[src/rtl/csel_pkg.sv]
package csel_pkg;

    localparam int NUM_SEG = 7;
    // Segment widths from the least significant end; order sets the layout.
    localparam int SEG_W [NUM_SEG] = '{2, 3, 4, 5, 5, 6, 7};

    // Lowest bit position occupied by segment k.
    function automatic int seg_lo(input int k);
        int acc;
        acc = 0;
        for (int i = 0; i < k; i++) begin
            acc = acc + SEG_W[i];
        end
        return acc;
    endfunction

    localparam int SUM_W = seg_lo(NUM_SEG);

    typedef struct packed {
        logic             carry;
        logic [SUM_W-1:0] bits;
    } add_result_t;

endpackage

[src/rtl/csel_bit_cell.sv]
module csel_bit_cell (
    input  logic x,
    input  logic y,
    input  logic ci,
    output logic s,
    output logic co
);
    logic eqv;
    logic gen_n;
    logic prop_n;

    assign eqv    = ~(x ^ y);
    assign s      = ~(eqv ^ ci);
    assign gen_n  = ~(x & y);
    assign prop_n = ~((~eqv) & ci);
    assign co     = ~(gen_n & prop_n);
endmodule

[src/rtl/csel_ripple_chain.sv]
module csel_ripple_chain #(
    parameter int W        = 4,
    parameter bit CARRY_IN = 1'b0
) (
    input  logic [W-1:0] x,
    input  logic [W-1:0] y,
    output logic [W-1:0] s,
    output logic         co
);
    logic [W:0] c;

    assign c[0] = CARRY_IN;

    for (genvar i = 0; i < W; i++) begin : g_cell
        csel_bit_cell u_cell (
            .x  (x[i]),
            .y  (y[i]),
            .ci (c[i]),
            .s  (s[i]),
            .co (c[i+1])
        );
    end

    assign co = c[W];
endmodule

[src/rtl/csel_segment.sv]
module csel_segment #(
    parameter int W = 4
) (
    input  logic [W-1:0] x,
    input  logic [W-1:0] y,
    input  logic         ci,
    output logic [W-1:0] s,
    output logic         co
);
    logic [W-1:0] s_if0;
    logic [W-1:0] s_if1;
    logic         co_if0;
    logic         co_if1;

    csel_ripple_chain #(.W(W), .CARRY_IN(1'b0)) u_chain0 (
        .x (x), .y (y), .s (s_if0), .co (co_if0)
    );

    csel_ripple_chain #(.W(W), .CARRY_IN(1'b1)) u_chain1 (
        .x (x), .y (y), .s (s_if1), .co (co_if1)
    );

    assign s  = ci ? s_if1  : s_if0;
    assign co = ci ? co_if1 : co_if0;

    always_comb begin
        // a carry-in of 1 can never remove a carry-out
        assert_carry_monotone_R4: assert (!(co_if0 && !co_if1))
            else $error("segment carry-0 chain carries out while carry-1 chain does not");
        // speculative carries differ only on a full propagate run
        assert_split_carry_R5: assert (!(co_if0 != co_if1) || ((&s_if0) && !(|s_if1)))
            else $error("speculative carries differ without an all-propagate segment");
    end
endmodule

[src/rtl/csel_adder32.sv]
module csel_adder32
    import csel_pkg::*;
(
    input  logic [31:0] op_a,
    input  logic [31:0] op_b,
    input  logic        carry_in,
    output logic [31:0] sum,
    output logic        carry_out
);
    logic [NUM_SEG:0] seg_c;
    add_result_t      res;

    assign seg_c[0] = carry_in;

    for (genvar k = 0; k < NUM_SEG; k++) begin : g_seg
        localparam int LO = seg_lo(k);
        localparam int WK = SEG_W[k];

        csel_segment #(.W(WK)) u_seg (
            .x  (op_a[LO +: WK]),
            .y  (op_b[LO +: WK]),
            .ci (seg_c[k]),
            .s  (res.bits[LO +: WK]),
            .co (seg_c[k+1])
        );
    end

    assign res.carry = seg_c[NUM_SEG];
    assign sum       = res.bits;
    assign carry_out = res.carry;

    always_comb begin
        // bit 0 depends only on the three bits entering the lowest cell
        assert_lsb_parity_R1: assert (sum[0] == (op_a[0] ^ op_b[0] ^ carry_in))
            else $error("least significant sum bit wrong");
        // complementary operands pass carry_in straight to carry_out
        assert_full_propagate_R7: assert (!(op_a == ~op_b) || (carry_out == carry_in))
            else $error("complement operands did not forward carry_in");
        // zero operands give a result equal to carry_in
        assert_zero_operands_R8: assert (!((op_a == '0) && (op_b == '0))
                                         || ((sum == {31'd0, carry_in}) && !carry_out))
            else $error("zero operands gave a wrong result");
    end
endmodule

[config.mk]
export PLATFORM = sky130hd
export DESIGN_NAME = csel_adder32
export DESIGN_NICKNAME = d
export VERILOG_FILES = /design/src/rtl/csel_pkg.sv /design/src/rtl/csel_bit_cell.sv /design/src/rtl/csel_ripple_chain.sv /design/src/rtl/csel_segment.sv /design/src/rtl/csel_adder32.sv
export SDC_FILE = /design/constraint.sdc
export NUM_CORES = 1
export LEC_CHECK = 0
export BUFFER_PORTS_ARGS = -buffer_cell sky130_fd_sc_hd__clkbuf_2
export CORE_MARGIN = 2
export CORE_UTILIZATION = 45
export DETAILED_ROUTE_END_ITERATION = 10
export PLACE_DENSITY_LB_ADDON = 0.3
export SYNTH_ARGS = -nofsm -noshare
export SYNTH_HDL_FRONTEND = slang
export SYNTH_SLANG_ARGS = --single-unit
[constraint.sdc]
create_clock -name vclk -period 3.1
set_input_delay 0.155 -clock vclk [all_inputs]
set_output_delay 0.155 -clock vclk [all_outputs]
set_load 0.02 [all_outputs]
======== Word level (Yosys, flattened, before mapping) ========
Cells that the tools add are included.
cells by class
  bitwise gates (word level) .............. 442
  div/mod/pow operators ................... 0
  eq/ne operators ......................... 0
  multiplexer cells ....................... 14
  magnitude comparators ................... 0
  reductions and logical operators ........ 0
  multiply operators ...................... 0
  shift-type cells ........................ 0
  $add $sub $neg .......................... 0
operators with widths
  cell               number
  1-bit inverter     221
  1-bit bitwise AND  139
  1-bit bitwise XOR  82
  5-bit 2-to-1 mux   2
  1-bit 2-to-1 mux   7
  7-bit 2-to-1 mux   1
  6-bit 2-to-1 mux   1
  4-bit 2-to-1 mux   1
  3-bit 2-to-1 mux   1
  2-bit 2-to-1 mux   1
word-level totals
  register bits ........................... 0
  memory bits (read-only) ................. 0
  logic and storage cells ................. 456
  output and inout port bits .............. 33
  latch bits .............................. 0
  memories ................................ 0
  bits in writable memories ............... 0

======== Depth between registers and ports, before layout ========
Gate-level depths: netlist of the first run.
  depth after elaboration ................. 29
  mapped depth ............................ 14
  depth with buffers taken out ............ 13

======== Hierarchy ========
From an unflattened synthesis of the first run, not the netlist that was laid out.
second synthesis, totals
  cell total of the unflattened synthesis .. 121
  area, all modules ....................... 1919.3 um2
by module, submodules not included
  module                              times used  area an instance (um2)  seq. area each (um2)  cells each
  csel_bit_cell                       64          20.0                    0.0                   1
  csel_segment at g_seg[3].u_seg ...  2           101.3                   0.0                   7
  csel_segment at g_seg[6].u_seg      1           131.4                   0.0                   9
  csel_segment at g_seg[5].u_seg      1           116.4                   0.0                   8
  csel_segment at g_seg[2].u_seg      1           56.3                    0.0                   5
  csel_ripple_chain                   14          3.8                     0.0                   1
  csel_segment at g_seg[1].u_seg      1           45.0                    0.0                   4
  csel_segment at g_seg[0].u_seg      1           33.8                    0.0                   3

======== Least setup slack after synthesis of the first run ========
No wires, ideal clock.
  path kind ............................... input-to-output
  start point ............................. input port op_a[19]
  end point ............................... output port sum[27]
  setup slack ............................. -292 ps
  path buffers ............................ 0
  arrival ................................. 3237 ps
  stages on the path ...................... 12
  required time ........................... 2945 ps
  path through ............................ inv_1 > ha_1 > inv_1 > fa_1 > fa_1 > fa_1 > fa_1 > fa_1 > mux2i_1 > nand2_1 > a221o_1 > nand2_1
between the ends
  word-level cells in the longest chain between the ends .. 26
  elaborated cells on any way between the ends .. 48
ends and longest elaborated chain
  item                                                    RTL line                                  text
  from (decl)                                             csel_adder32.sv:4                         input logic [31:0] op_a,
  1-bit bitwise AND or 1-bit bitwise XOR (tied branches)  csel_bit_cell.sv:14, csel_bit_cell.sv:12
  1-bit inverter                                          n/a
  1-bit bitwise AND                                       csel_bit_cell.sv:16                       assign co = ~(gen_n & prop_n);
  1-bit inverter                                          csel_bit_cell.sv:16
  1-bit bitwise AND                                       csel_bit_cell.sv:15                       assign prop_n = ~((~eqv) & ci);
  1-bit inverter                                          csel_bit_cell.sv:15
  1-bit bitwise AND                                       csel_bit_cell.sv:16
  1-bit inverter                                          csel_bit_cell.sv:16
  [10 not listed]                                         n/a
  1-bit bitwise AND                                       csel_bit_cell.sv:16
  1-bit inverter                                          csel_bit_cell.sv:16
  1-bit bitwise AND                                       csel_bit_cell.sv:15
  1-bit inverter                                          csel_bit_cell.sv:15
  1-bit bitwise AND                                       csel_bit_cell.sv:16
  1-bit inverter                                          csel_bit_cell.sv:16
  1-bit 2-to-1 mux *                                      csel_segment.sv:24                        assign co = ci ? co_if1 : co_if0;
  7-bit 2-to-1 mux *                                      csel_segment.sv:23                        assign s = ci ? s_if1 : s_if0;
  to (decl)                                               csel_adder32.sv:7                         output logic [31:0] sum,
Mark *: on every way between the ends. The rest lies on a longest branch, timed or not.

======== Worst setup path in the final report of the first run ========
  start point ............................. input port op_a[19]
  end point ............................... output port sum[30]
Same word-level chain as after synthesis.

==> results of run 1 <==
cells by family (layout without fill, tap and decap cells):
family                   Yosys count  in the layout  synth area share, %
AO/OA/AOI/OAI                     33             33                 13.0
XOR/XNOR                           5              5                 1.91
adder cells (fa/ha/maj)           64             64                 51.4
buffers and inverters             34            144                 5.96
multiplexers                      21             21                 11.7
AND/OR/NAND/NOR                   80             80                 16.1
power by group through the flow:
stage          sequential, uW  combinational [uW]  clock [uW]
2_1_floorplan               0                 682           0
3_3_place_gp                0                 979           0
3_5_place_dp                0                1010           0
4_1_cts                     0                1190           0
5_1_grt                     0                1350           0
6_report                    0                1240           0
placed cells by master (no fill, tap or decap), types with 3 or more instances in the layout:
cell type,count
ha_4,3
buf_8,14
mux2_4,4
mux2i_4,4
ha_1,9
xnor2_1,3
buf_6,5
clkbuf_8,4
nand2_2,10
inv_1,16
clkbuf_2,75
mux2_2,12
nand2_1,42
nand2b_1,14
inv_2,7
fa_2,32
a221o_1,10
nor2_2,3
fa_1,18
a221oi_2,3
buf_4,17
a22o_1,11
layout make-up:
type | count | area, um^2
Timing Repair Buffer | 119 | 897
Multi-Input combinational cell | 203 | 2390
Inverter | 25 | 98.8
Fill cell | 375 | 1340
Tap cell | 67 | 83.8
worst max-delay path by stage:
stage / from / endpoint
2_1_floorplan: op_a[25] / sum[31]
3_3_place_gp: op_a[19] / sum[27]
3_5_place_dp: op_a[19] / carry_out
4_1_cts: op_a[19] / sum[30]
5_1_grt: op_b[19] / sum[26]
6_report: op_a[19] / sum[30]
metrics by stage:
stage	area, um^2	std cells	setup TNS, ns
6_report	3470	414	-2.25
5_1_grt	3470	414	-3.78
4_1_cts	3410	414	-2.42
3_5_place_dp	3080	411	-5.68
3_3_place_gp	3080	411	-4.66
2_1_floorplan	2430	237	-0.00422
timing repair:
item                       in CTS  in global routing
setup buffers                   2                  0
setup endpoints to repair      19                 19
resized for setup              78                 28
cloned                          1                  0
pin swaps                      28                  9
critical path, delay by kind of cell:
| family | cells | cell delay, ns |
|---|---|---|
| fa+ha+maj | 6 | 1.90 |
| compound gates | 1 | 0.34 |
| buf+inv | 4 | 0.31 |
| mux | 1 | 0.30 |
| simple gates | 2 | 0.18 |
layer usage:
layer	vias up	part of all wire [%]	global-route usage, %
li1	1013	-	-
met1	1051	37	24.3
met2	70	56	43.7
met3	8	5.2	1.72
met4	0	1.6	2.14
met5	-	0	0
cells in the mapped netlist, types with 2 or more instances:
cell,instances,area (um^2)
nand3_1,2,10.0
xnor2_1,4,35.0
a221oi_1,3,26.3
clkbuf_1,6,22.5
mux2i_4,3,67.6
mux2i_1,2,20.0
a22o_1,11,96.3
a221o_1,10,100
nand2b_1,14,87.6
ha_1,14,175
nand2_1,52,195
a22oi_1,3,22.5
fa_1,50,1000
nor2b_1,2,12.5
nor2_1,4,15.0
mux2_2,16,180
inv_1,25,93.8
nand3b_1,2,15.0
==> results.cfg, run 1 <==
[power]
ir_drop_uv = 236
p_total_uw = 1240
clockPowerShare_pct = 0
power_frac_comb_pct = 100.0
p_int_uw = 622
leakage_uw = 0.00157
seqPwrFrac_pct = 0
p_sw_share_pct = 49.9
powerDensity_nw_per_um2 = 357
switching_power_uw = 619

[outcome]
violations = negative setup slack
status = finished, violations left

[hold_path]
hold_path.class = in2out
whs_endpoint = sum[0]
min_from = carry_in
holdPathStages = 3

[timing]
whs_ns = 0.712
setup_viol = 13
rsz0062_at_grt = yes
worst_pin_slew_ns = 0.454
hold_viol_final = 0
maxSlewViolCount = 0
post-route-min-period_ns = 3.34
fmax_mhz = 300
slew_headroom_pct = 69.1
timing.final.ws_setup_ns = -0.239
fin_crit_sh_pct = 108

[final_layout]
drive_gt1_share_pct = 60.8
seq_cells = 0
regArea_um2 = 0
syn2layout_area_growth_pct = 51.7
layout.nets = 478
insertedDiodeCount = 0
clkbuf_count = 0
final_core_util_pct = 72.1

[drt]
vias = 2142
drc_errors = 0
drtIter0Drc = 51
wire_per_inst_um = 14.8
routed_via_density = 5.17
dr.pass1.iters = 4
ant_nets = 0
wl_mm = 6.13

[logic_synthesis]
synth_area_um2 = 2290
ys_types = 32
synth_nets = 366
yosysWarningCount = 0
syn_avg_cell_area_um2 = 9.66
synth_cells = 237
ys_seq_area_share_pct = 0

[floorplan]
rows = 25
io_pins = 98
coreArea_um2 = 4820
start_util_pct = 47.5
die_w_um = 75.3
die_y_um = 75.3
die-area_um2 = 5670

[setup_path]
required_ns = 2.94
start_kind = input port
endpoint_kind = output port
slowest_stage = fa_2
path_cells = buf_8, inv_4, ha_4, inv_2, fa_2, fa_2, fa_2, fa_2, fa_2, mux2i_4, nand2_1, a221o_1, nand2_2, buf_8
critPathMostFrequentCell = fa_2
max_stage_delay_ns = 0.40
crit_arrival_ns = 3.18
path_max_fanout = 8
worstSetupPathType = in2out

[global_route]
grt_max_degree = 14
globalRouteTotalUtil_pct = 21.2
antenna_found_initial = 0
grt_pass1_vias = 2225
grt_pass1_wl_mm = 9.52
grt-ovfl-total = 0

[placed_design]
port_buffers = 98
dp_slack_ns = -0.427
gp_congestion = 0.791
hpwl_mm = 4.90

[job]
cap_violations = 0

[clock_tree]
hold_buffers = 0
Note: power is estimated with default switching activity, not from simulation.
==> inputs of run 2 (changes only) <==
Settings changed: SKIP_LAST_GASP set to 1.
==> run 2 against run 1 <==
  * The run still ends with negative setup slack left
  * Final area rose by 0.14%
  * Hold slack stayed put
  * Flip-flop and latch count did not move
  * Combinational power about the same
  * Setup slack got worse by 0.017 ns
  * First-iteration DRC count grew 3.9%
  * Critical path type unchanged
  * Via count increased by 1.8%
  * Count of clock-buffer cells in the layout unchanged
  * Sequential share of layout area unchanged
  * Routed wire length is 0.96% higher
  * Critical path depth unchanged
==> results.cfg, run 2 (same netlist as run 1, synthesis figures left out) <==
[floorplan]
rows = 25
die-area_um2 = 5670
start_util_pct = 47.5
coreArea_um2 = 4820
io_pins = 98
die_w_um = 75.3
die_y_um = 75.3

[drt]
drc_errors = 0
wire_per_inst_um = 14.9
ant_nets = 0
drtIter0Drc = 53
vias = 2180
dr.pass1.iters = 4
wl_mm = 6.19
routed_via_density = 5.24

[power]
leakage_uw = 0.00158
p_total_uw = 1230
ir_drop_uv = 257
powerDensity_nw_per_um2 = 352

[placed_design]
port_buffers = 98
placed_area_um2 = 3080
hpwl_mm = 4.90
gp_congestion = 0.791
dp_slack_ns = -0.427

[global_route]
globalRouteTotalUtil_pct = 21.2
antenna_found_initial = 0
grt-ovfl-total = 0
grt_pass1_wl_mm = 9.58
grt_max_degree = 14
grt_pass1_vias = 2225

[setup_path]
worstSetupPathType = in2out
endpoint_kind = output port
crit_arrival_ns = 3.20
start_kind = input port
required_ns = 2.94
path_max_fanout = 8

[final_layout]
clkbuf_count = 0
final_common_cell = clkbuf_2
seq_cells = 0
layout.nets = 480
fillers = 373
multi_input_area_um2 = 2400
final_core_util_pct = 72.2
syn2layout_area_growth_pct = 52.0
insertedDiodeCount = 0
regArea_um2 = 0
postLayoutCellArea_um2 = 3480
drive_gt1_share_pct = 60.7
layout_common_cells = clkbuf_2, nand2_1, fa_2, buf_4, fa_1

[timing]
fmax_mhz = 298
slew_headroom_pct = 69.2
whs_ns = 0.712
post-route-min-period_ns = 3.36
worst_pin_slew_ns = 0.453
fin_crit_sh_pct = 108
timing.final.ws_setup_ns = -0.256
maxSlewViolCount = 0
setup_viol = 17
hold_viol_final = 0
rsz0062_at_grt = yes

[hold_path]
hold_path.class = in2out
holdPathStages = 3

[outcome]
status = finished, violations left
violations = negative setup slack

[clock_tree]
hold_buffers = 0

[job]
cap_violations = 0
==> run 2: changes by cell type in the layout (fill, tap and decap cells not counted), sizes merged <==
| cell | change |
|---|---|
| buf | -4 |
| clkbuf | +6 |
==> run 2: what timing repair did <==
item | 4_1_cts | 5_1_grt
resized for setup | 74 | 29
setup buffers | 2 | 1
pin swaps | 28 | 8
cloned | 1 | 1
endpoints found under the setup margin | 19 | 19
==> run 2: power by group <==
part           switching (uW)  internal (uW)  total, uW
Clock                       0              0          0
Combinational             613            612       1230
Sequential                  0              0          0
==> run 2: worst paths after layout <==
kind	from	end	slack (ns)
setup / recovery	op_b[19]	carry_out	-0.26
hold / removal	carry_in	sum[0]	0.71
==> run 2: worst max-delay path: stages <==
cell      delay [ns]
buf_6           0.10
inv_2           0.05
ha_4            0.12
inv_2           0.04
fa_2            0.35
fa_2            0.36
fa_2            0.35
fa_2            0.35
fa_2            0.40
mux2i_4         0.30
nand2_1         0.13
a221oi_2        0.28
nor2_2          0.06
clkbuf_8        0.15
==> run 2: layer usage <==
layer	track usage, %	up-vias	part of all wire [%]
met5	0	-	0
met4	2.34	0	0.92
met3	1.19	6	5.4
met2	43.3	79	57
met1	24.9	1077	37
li1	-	1018	-
==> run 2: stage by stage <==
stage,setup TNS (ns),std cells
after floorplan,-0.00422,237
after global placement,-4.66,411
after detailed placement,-5.68,411
after CTS,-2.45,414
after global routing,-4.30,416
final,-2.57,416
==> run 2: final cells by class <==
type | count | area share (%)
Timing Repair Buffer | 121 | 25.9
Inverter | 25 | 2.84
Multi-Input combinational cell | 203 | 68.9
Tap cell | 67 | 2.41
==> inputs of run 3 (changes only) <==
Settings changed: BUFFER_PORTS_ARGS -buffer_cell sky130_fd_sc_hd__clkbuf_2 to -buffer_cell sky130_fd_sc_hd__buf_2.
==> run 3 against run 2 <==
  * The flow still finishes with violations (negative setup slack)
  * Flip-flop and latch count stayed put
  * Utilization is 0.65 points lower
  * Cell count is 0.72% lower
  * Combinational power is 3% lower
  * Routed wire length is 2.5% lower
  * Setup slack better by 0.026 ns
  * Sequential share of layout area stayed put
  * Hold slack worse by 0.031 ns
  * Global-route usage is 1.2 points lower
  * Total power is 3.0% lower
  * Maximum frequency is 0.79% higher
  * Critical path depth is 1 higher
  * Critical path type unchanged
  * Highest routed layer unchanged
==> results.cfg, run 3 (same netlist as run 1, synthesis figures left out) <==
[timing]
rsz0062_at_grt = yes
worst_pin_slew_ns = 0.435
post-route-min-period_ns = 3.33
setup_viol = 16
fmax_mhz = 300
timing.final.ws_setup_ns = -0.230
hold_viol_final = 0
maxSlewViolCount = 0
slew_headroom_pct = 70.4
fin_crit_sh_pct = 107

[drt]
routed_via_density = 5.21
wl_mm = 6.03
dr.pass1.iters = 4
drtIter0Drc = 85
wire_per_inst_um = 14.6
vias = 2150
ant_nets = 0
drc_errors = 0

[floorplan]
die_y_um = 75.3
start_util_pct = 47.5
die_w_um = 75.3
rows = 25
io_pins = 98
die-area_um2 = 5670
coreArea_um2 = 4820

[placed_design]
dp_slack_ns = -0.373
gp_congestion = 0.780
port_buffers = 98
hpwl_mm = 4.75

[final_layout]
drive_gt1_share_pct = 60.1
syn2layout_area_growth_pct = 50.6
layout_common_cells = buf_2, nand2_1, fa_2, buf_6, fa_1
seq_cells = 0
final_common_cell = buf_2
regArea_um2 = 0
final_core_util_pct = 71.6
insertedDiodeCount = 0
clkbuf_count = 0
layout.nets = 477

[job]
cap_violations = 0

[setup_path]
path_max_fanout = 2
required_ns = 2.94
worstSetupPathType = in2out
crit_arrival_ns = 3.17
endpoint_kind = output port
start_kind = input port

[global_route]
grt-ovfl-total = 0
grt_pass1_vias = 2114
grt_max_degree = 14
antenna_found_initial = 0
globalRouteTotalUtil_pct = 20.0
grt_pass1_wl_mm = 9.02

[clock_tree]
hold_buffers = 0

[power]
p_total_uw = 1190
ir_drop_uv = 213
powerDensity_nw_per_um2 = 345
leakage_uw = 0.00155

[hold_path]
hold_path.class = in2out
holdPathStages = 3

[outcome]
status = finished, violations left
violations = negative setup slack
-- run 3: changes by cell type in the layout (fill, tap and decap cells not counted), moves of 3 or more --
cell / previous run / this run
buf_2: 0 / 73
buf_4: 20 / 16
buf_6: 7 / 23
buf_8: 6 / 2
clkbuf_2: 75 / 0
clkbuf_8: 10 / 0
inv_4: 2 / 5
-- run 3: worst paths after layout --
check	startpoint	endpoint	slack, ns
min	carry_in	sum[0]	0.68
max	op_b[25]	sum[31]	-0.23
-- run 3: critical path: stages --
cell     delay [ns]
buf_6          0.09
inv_2          0.06
ha_4           0.12
inv_2          0.03
fa_2           0.35
fa_2           0.38
fa_2           0.36
fa_2           0.35
fa_2           0.34
inv_2          0.06
fa_1           0.43
nand2_1        0.08
a22oi_1        0.07
nor2_2         0.14
buf_6          0.13
-- run 3: routing by layer --
layer | GRT usage (%) | up-vias | part of all wire (%)
met1 | 21.9 | 1054 | 36
li1 | - | 1017 | -
met5 | 0 | - | 0
met3 | 0.926 | 4 | 5.3
met2 | 42.8 | 75 | 58
met4 | 2.14 | 0 | 0.51
-- run 3: stage by stage --
step | cell area (um^2) | hold slack [ns] | TNS, ns | cells
after floorplan | 2430 | 0.438 | -0.00422 | 237
after CTS | 3380 | 0.683 | -1.58 | 412
after detailed placement | 3060 | 0.680 | -5.44 | 409
final | 3450 | 0.681 | -1.79 | 413
after global placement | 3060 | 0.675 | -4.74 | 409
after global routing | 3450 | 0.696 | -3.78 | 413
-- run 3: area by class of cell --
cell class / count / area, um^2
multi-input cells: 203 / 2390
repair buffers: 118 / 867
inverters: 25 / 106
fillers: 399 / 1370
well taps: 67 / 83.8
-- run 3: report_power, final --
group | internal [uW] | switching (uW) | total (uW)
clock network | 0 | 0 | 0
registers | 0 | 0 | 0
logic | 587 | 602 | 1190
-- run 3: timing repair --
action | 4_1_cts | 5_1_grt
gates resized for setup | 83 | 13
buffers inserted | 2 | 0
gates cloned | 1 | 1
pin swaps | 31 | 11
setup endpoints to repair | 19 | 19
